**src/rtl/pata_pio_pkg.sv**
```systemverilog
package pata_pio_pkg;
  localparam int OFS_CTRL  = 'h00;
  localparam int OFS_CFG   = 'h04;
  localparam int OFS_WDATA = 'h10;
  localparam int OFS_RDATA = 'h14;

  localparam int HOLD_W    = 2;
  localparam int MODE_W    = 4;
  localparam int CTRL_BITS = 7;
  localparam int CFG_BITS  = 4 + MODE_W + HOLD_W;

  // packed MSB first: write strobe lands at bit 6, chip select 0 at bit 0
  typedef struct packed {
    logic       wr_n;
    logic       rd_n;
    logic [2:0] addr;
    logic       cs1_n;
    logic       cs0_n;
  } ctrl_t;

  typedef struct packed {
    logic [HOLD_W-1:0] hold;
    logic [MODE_W-1:0] mode;
    logic              sel_udma;
    logic              sel_mdma;
    logic              sel_pio;
    logic              en;
  } cfg_t;

  localparam ctrl_t CTRL_RST = '{wr_n: 1'b1, rd_n: 1'b1, addr: 3'd0, cs1_n: 1'b1, cs0_n: 1'b1};
endpackage

```
**src/rtl/pata_sync.sv**
```systemverilog
module pata_sync #(
  parameter int W      = 2,
  parameter int STAGES = 2
) (
  input  logic         clk,
  input  logic         rst_n,
  input  logic [W-1:0] async_in,
  output logic [W-1:0] sync_out
);
  logic [W-1:0] stage_q [STAGES];

  always_ff @(posedge clk or negedge rst_n) begin
    if (!rst_n) stage_q[0] <= '0;
    else        stage_q[0] <= async_in;
  end

  for (genvar s = 1; s < STAGES; s++) begin : g_stage
    always_ff @(posedge clk or negedge rst_n) begin
      if (!rst_n) stage_q[s] <= '0;
      else        stage_q[s] <= stage_q[s-1];
    end
  end

  assign sync_out = stage_q[STAGES-1];
endmodule

```
**src/rtl/pata_hold_ctr.sv**
```systemverilog
module pata_hold_ctr #(
  parameter int W = 2
) (
  input  logic         clk,
  input  logic         rst_n,
  input  logic         clear,
  input  logic         load,
  input  logic [W-1:0] load_val,
  output logic         active
);
  logic [W-1:0] cnt_q;

  always_ff @(posedge clk or negedge rst_n) begin
    if (!rst_n)              cnt_q <= '0;
    else if (clear)          cnt_q <= '0;
    else if (load)           cnt_q <= load_val;
    else if (cnt_q != '0)    cnt_q <= cnt_q - W'(1);
  end

  assign active = (cnt_q != '0);
endmodule

```
**src/rtl/pata_rd_latch.sv**
```systemverilog
module pata_rd_latch #(
  parameter int W = 16
) (
  input  logic         clk,
  input  logic         rst_n,
  input  logic         capture,
  input  logic [W-1:0] din,
  output logic [W-1:0] dout
);
  always_ff @(posedge clk or negedge rst_n) begin
    if (!rst_n)       dout <= '0;
    else if (capture) dout <= din;
  end
endmodule

```
**src/rtl/pata_pio_pins.sv**
```systemverilog
module pata_pio_pins
  import pata_pio_pkg::*;
#(
  parameter int DATA_W      = 16,
  parameter int ADDR_W      = 6,
  parameter int REG_W       = 32,
  parameter int SYNC_STAGES = 2
) (
  input  logic              clk,
  input  logic              rst_n,
  input  logic              reg_valid,
  input  logic              reg_write,
  input  logic [ADDR_W-1:0] reg_addr,
  input  logic [REG_W-1:0]  reg_wdata,
  output logic              reg_rvalid,
  output logic [REG_W-1:0]  reg_rdata,
  output logic [1:0]        ata_cs_n,
  output logic [2:0]        ata_addr,
  output logic              ata_rd_strobe_n,
  output logic              ata_wr_strobe_n,
  output logic [DATA_W-1:0] ata_data_o,
  output logic              ata_data_oe,
  input  logic [DATA_W-1:0] ata_data_i,
  input  logic              ata_intreq,
  input  logic              ata_ready
);
  ctrl_t             ctrl_q, ctrl_d;
  cfg_t              cfg_q, cfg_d;
  logic [DATA_W-1:0] wdata_q, rdata_q;
  logic [1:0]        stat_s;
  logic              en_w, hold_active;
  logic [HOLD_W-1:0] hold_w;
  logic              wr_ctrl, wr_cfg, wr_wdata, rd_req;
  logic              rd_pin_now, rd_pin_nxt, wr_pin_now, wr_pin_nxt;
  logic [REG_W-1:0]  rd_mux;

  assign rd_req   = reg_valid & ~reg_write;
  assign wr_ctrl  = reg_valid & reg_write & (reg_addr == ADDR_W'(OFS_CTRL));
  assign wr_cfg   = reg_valid & reg_write & (reg_addr == ADDR_W'(OFS_CFG));
  assign wr_wdata = reg_valid & reg_write & (reg_addr == ADDR_W'(OFS_WDATA));

  assign ctrl_d = wr_ctrl ? ctrl_t'(reg_wdata[CTRL_BITS-1:0]) : ctrl_q;
  assign cfg_d  = wr_cfg  ? cfg_t'(reg_wdata[CFG_BITS-1:0])   : cfg_q;

  always_ff @(posedge clk or negedge rst_n) begin
    if (!rst_n) begin
      ctrl_q  <= CTRL_RST;
      cfg_q   <= '0;
      wdata_q <= '0;
    end else begin
      ctrl_q <= ctrl_d;
      cfg_q  <= cfg_d;
      if (wr_wdata) wdata_q <= reg_wdata[DATA_W-1:0];
    end
  end

  assign en_w   = cfg_q.en;
  assign hold_w = cfg_q.hold;

  // strobe pin level now and after the coming edge; edges are judged at the pins
  assign rd_pin_now = ~en_w | ctrl_q.rd_n;
  assign wr_pin_now = ~en_w | ctrl_q.wr_n;
  assign rd_pin_nxt = ~cfg_d.en | ctrl_d.rd_n;
  assign wr_pin_nxt = ~cfg_d.en | ctrl_d.wr_n;

  pata_hold_ctr #(.W(HOLD_W)) u_hold (
    .clk      (clk),
    .rst_n    (rst_n),
    .clear    (~cfg_d.en | ~wr_pin_nxt),
    .load     (~wr_pin_now & wr_pin_nxt),
    .load_val (hold_w),
    .active   (hold_active)
  );

  pata_rd_latch #(.W(DATA_W)) u_rdl (
    .clk     (clk),
    .rst_n   (rst_n),
    .capture (~rd_pin_now & rd_pin_nxt),
    .din     (ata_data_i),
    .dout    (rdata_q)
  );

  pata_sync #(.W(2), .STAGES(SYNC_STAGES)) u_sync (
    .clk      (clk),
    .rst_n    (rst_n),
    .async_in ({ata_ready, ata_intreq}),
    .sync_out (stat_s)
  );

  assign ata_cs_n        = en_w ? {ctrl_q.cs1_n, ctrl_q.cs0_n} : 2'b11;
  assign ata_addr        = en_w ? ctrl_q.addr : 3'd0;
  assign ata_rd_strobe_n = rd_pin_now;
  assign ata_wr_strobe_n = wr_pin_now;
  assign ata_data_o      = wdata_q;
  assign ata_data_oe     = en_w & (~ctrl_q.wr_n | hold_active);

  always_comb begin
    rd_mux = '0;
    if (reg_addr == ADDR_W'(OFS_CTRL))       rd_mux = REG_W'({stat_s, 2'b00, ctrl_q});
    else if (reg_addr == ADDR_W'(OFS_CFG))   rd_mux = REG_W'(cfg_q);
    else if (reg_addr == ADDR_W'(OFS_WDATA)) rd_mux = REG_W'(wdata_q);
    else if (reg_addr == ADDR_W'(OFS_RDATA)) rd_mux = REG_W'(rdata_q);
  end

  always_ff @(posedge clk or negedge rst_n) begin
    if (!rst_n) begin
      reg_rvalid <= 1'b0;
      reg_rdata  <= '0;
    end else begin
      reg_rvalid <= rd_req;
      if (rd_req) reg_rdata <= rd_mux;
    end
  end
endmodule

```
**config.mk**
```make
export PLATFORM = sky130hd
export DESIGN_NAME = pata_pio_pins
export DESIGN_NICKNAME = d
export VERILOG_FILES = /design/src/rtl/pata_pio_pkg.sv /design/src/rtl/pata_sync.sv /design/src/rtl/pata_hold_ctr.sv /design/src/rtl/pata_rd_latch.sv /design/src/rtl/pata_pio_pins.sv
export SDC_FILE = /design/constraint.sdc
export NUM_CORES = 1
export LEC_CHECK = 0
export ABC_AREA = 1
export ABC_CLOCK_PERIOD_IN_PS = 1600
export BUFFER_PORTS_ARGS = -buffer_cell sky130_fd_sc_hd__buf_2
export CORE_UTILIZATION = 45
export DETAILED_ROUTE_END_ITERATION = 7
export GPL_TIMING_DRIVEN = 0
export PLACE_DENSITY_LB_ADDON = 0.15
export SETUP_SLACK_MARGIN = 0.05
export SLEW_MARGIN = 20
export SYNTH_ARGS = -nofsm -noshare
export SYNTH_HDL_FRONTEND = slang
export SYNTH_SLANG_ARGS = --single-unit
```
**constraint.sdc**
```tcl
create_clock -name clk -period 1.6 [get_ports clk]
set_input_delay 0.08 -clock clk [delete_from_list [all_inputs] [get_ports clk]]
set_output_delay 0.08 -clock clk [all_outputs]
set_load 0.02 [all_outputs]
```
==> flow_metrics.py <==
metrics = {
    "power": {
        "pwr-share-comb_pct": 17.6,
        "power_density_nw_per_um2": 985,
        "p_sw_uw": 1280,
        "p_leak_uw": 0.00248,
        "p_int_uw": 3220,
        "clkPwrFrac_pct": 31.4,
        "p_total_uw": 4500,
        "sequentialPowerShare_pct": 51.0,
        "swShare_pct": 28.4,
        "ir_drop_mv": 0.502,
    },
    "clock_network": {
        "cts_tree": "done",
        "clkLatencyLatePin_ns": 0.33,
        "cts_buffer_depth": 2,
        "cts_made_buffers": 9,
        "cts.htree.levels": 3,
        "clk_pin_slew_worst_paths_ns": 0.07,
        "cts.sinks": 72,
        "cts-root-buf": "clkbuf_8",
    },
    "final_layout": {
        "layout.nets": 580,
        "antenna_cells": 0,
        "area.sequential_um2": 1810,
        "drive_gt1_share_pct": 30.7,
        "n_fill_cell": 645,
        "area_delta_synth_final_pct": 35.5,
        "multi_input_area_um2": 1340,
    },
    "worst_hold_path": {
        "min-delay-path-class": "input pin to register",
    },
    "detailed_routing": {
        "totalWireLength_um": 8660,
        "drt_iter0_markers": 181,
        "drt_first_pass_iters": 5,
        "m1WireLength_um": 3640,
        "drc_errors": 0,
        "wire_per_inst_um": 13.9,
        "wl_met3_um": 461,
        "vias_per_cell": 4.89,
        "vias": 3047,
        "ant_nets": 0,
        "highest_layer": "met4",
        "wl_met2_um": 4380,
    },
    "yosys": {
        "yosysWarningCount": 0,
        "ys_top_cells_by_count": "122 x nand2_1, 68 x dfrtp_1, 35 x nand3_1, 27 x inv_1, 27 x o21ai_0",
        "ys.flop_type": "dfrtp_1",
        "netlist.area_leader.share_pct": 50.5,
        "avgSynthCellArea_um2": 9.04,
        "yosysSeqAreaShare_pct": 53.6,
        "ys_top_cells_by_area": "dfrtp_1 50%, nand2_1 14%, nand3_1 5.2%, o21ai_0 4.0%, buf_4 3.8%",
        "synth_seq_cells": 72,
        "async_flop_share_pct": 100,
        "synth_cells": 373,
        "yosysUniqueCellTypes": 33,
        "synth-edff-count": 0,
        "syn_area_um2": 3370,
        "yosysTopAreaCell": "dfrtp_1",
        "yosysMostFrequentCell": "nand2_1",
    },
    "timing": {
        "period_needed_ns": 1.44,
        "setup_viol_count_final": 0,
        "final_hold_viol_count": 0,
        "whs_ns": 0.0381,
        "setup_ws_ns": 0.161,
        "fmax_mhz": 695,
        "fin_crit_sh_pct": 89.9,
        "slew_headroom_pct": 63.3,
        "skew_ns": 0.00674,
        "rsz0062_at_grt": "false",
        "slew_viol_final": 0,
        "worst_pin_slew_ns": 0.551,
    },
    "worst_setup_path": {
        "required_ns": 1.52,
        "cp.arrival_ns": 1.36,
        "crit_type": "register to primary output",
        "max_stage_delay_ns": 0.32,
        "slowest_stage": "dfrtp_1",
        "cp_cell_sequence": "buf_4, inv_2, nor2_4, buf_6, inv_1, buf_2",
        "worst_setup_path_end_kind": "primary output",
        "crit_fanout": 10,
        "start_kind": "register",
    },
    "grt": {
        "grt_pass1_vias": 3003,
        "grt_usage_pct": 23.9,
        "grt_max_degree": 48,
        "antenna_found_initial": 0,
        "gr-total-overflow": 0,
        "grt_pass1_wl_um": 14000,
    },
    "placed_design": {
        "preCtsSetupSlack_ns": -0.283,
        "hpwl_um": 5980,
        "globalplace.congestion": 0.774,
        "io_buffers": 84,
    },
    "die": {
        "die-area_um2": 7840,
        "die_y_um": 88.6,
        "core_um2": 7250,
        "initial_core_util_pct": 46.5,
        "num_rows": 31,
        "dieWidth_um": 88.6,
        "ioPinCount": 117,
    },
    "run_status": {
        "outcome": "completed",
    },
    "job": {
        "drv_cap": 0,
    },
}
[flip-flops by register name (all words and copies together) (netlist names), 7 cells and up]
signal and flops:
ctrl_q 7, u_rdl.dout 16, ata_data_o 16, reg_rdata 16, cfg_q 7
[final timing paths]
path,startpoint,slack (ns),endpoint,depth (start not counted)
min in group asynchronous,rst_n,0.20,cfg_q[2],2
min reg2reg,u_sync.stage_q[3],0.35,u_sync.sync_out[1],0
max in group asynchronous,rst_n,0.79,ctrl_q[6],3
min,reg_wdata[0],0.04,ctrl_q[0],3
max,en_w,0.16,ata_rd_strobe_n,6
max reg2reg,en_w,0.17,u_rdl.dout[13],8
[worst max-delay path, delay by kind of cell (launching register included)]
family,cells,cell delay (ns)
flops,1,0.32
buf+inv,5,0.58
simple gates,1,0.13
[cells by family after synthesis]
family          after synthesis  share of synthesized area [%]
mux                          13                           4.79
flops                        72                           53.6
buf+inv                      56                           8.72
simple gates                181                           24.0
fa+ha+maj                     1                          0.371
compound gates               49                           8.46
other cells                   1                          0.111
[cells in the final DEF (no fill, tap or decap), types with 5 or more instances in the layout]
cell / n
dfrtp_1: 68
mux2_2: 9
a22oi_1: 6
dlygate4sd3_1: 33
nor2_1: 7
nand3_1: 35
clkbuf_8: 14
nand2_1: 122
a21oi_1: 11
conb_1: 16
o21ai_0: 27
inv_1: 26
nor2_2: 5
buf_4: 21
buf_2: 86
[power groups by stage]
stage,sequential [uW],clock (uW),combinational (uW)
finish,2290,1410,794
global route,2330,1520,902
CTS,2290,1450,789
detailed placement,2320,0,714
global placement,2310,0,685
floorplan,2330,0,410
[area by class of cell]
| class | count | share of cell area, % |
|---|---|---|
| Tap cell | 99 | 2.71 |
| Timing Repair Buffer | 120 | 17.4 |
| Multi-Input combinational cell | 260 | 29.3 |
| Buffer | 27 | 4.27 |
| Clock inverter | 2 | 0.219 |
| Clock buffer | 14 | 4.22 |
| Sequential cell | 72 | 39.5 |
| Inverter | 29 | 2.38 |
[per-layer routing]
layer	GRT usage, %	up-vias
met1	30.1	1447
met4	9.38	0
li1	-	1473
met3	4.20	19
met5	0	-
met2	40.8	108
[what timing repair did]
action                     CTS  global route
pin swaps                    1             1
setup endpoints to repair   18             2
resized for setup            7             2
hold buffers                33             0
setup buffers                1             1
hold endpoints to repair    64             0
[stage by stage]
stage               TNS (ns)  util [%]  cells  cell area (um2)
floorplan                  0         -    388             3430
CTS                        0      62.9    622             4560
global placement       -3.02      54.8    571             3970
global route               0      63.0    623             4570
finish                     0      63.0    623             4570
detailed placement     -3.33      55.2    572             4000
Note: power is estimated with default switching activity, not from simulation.
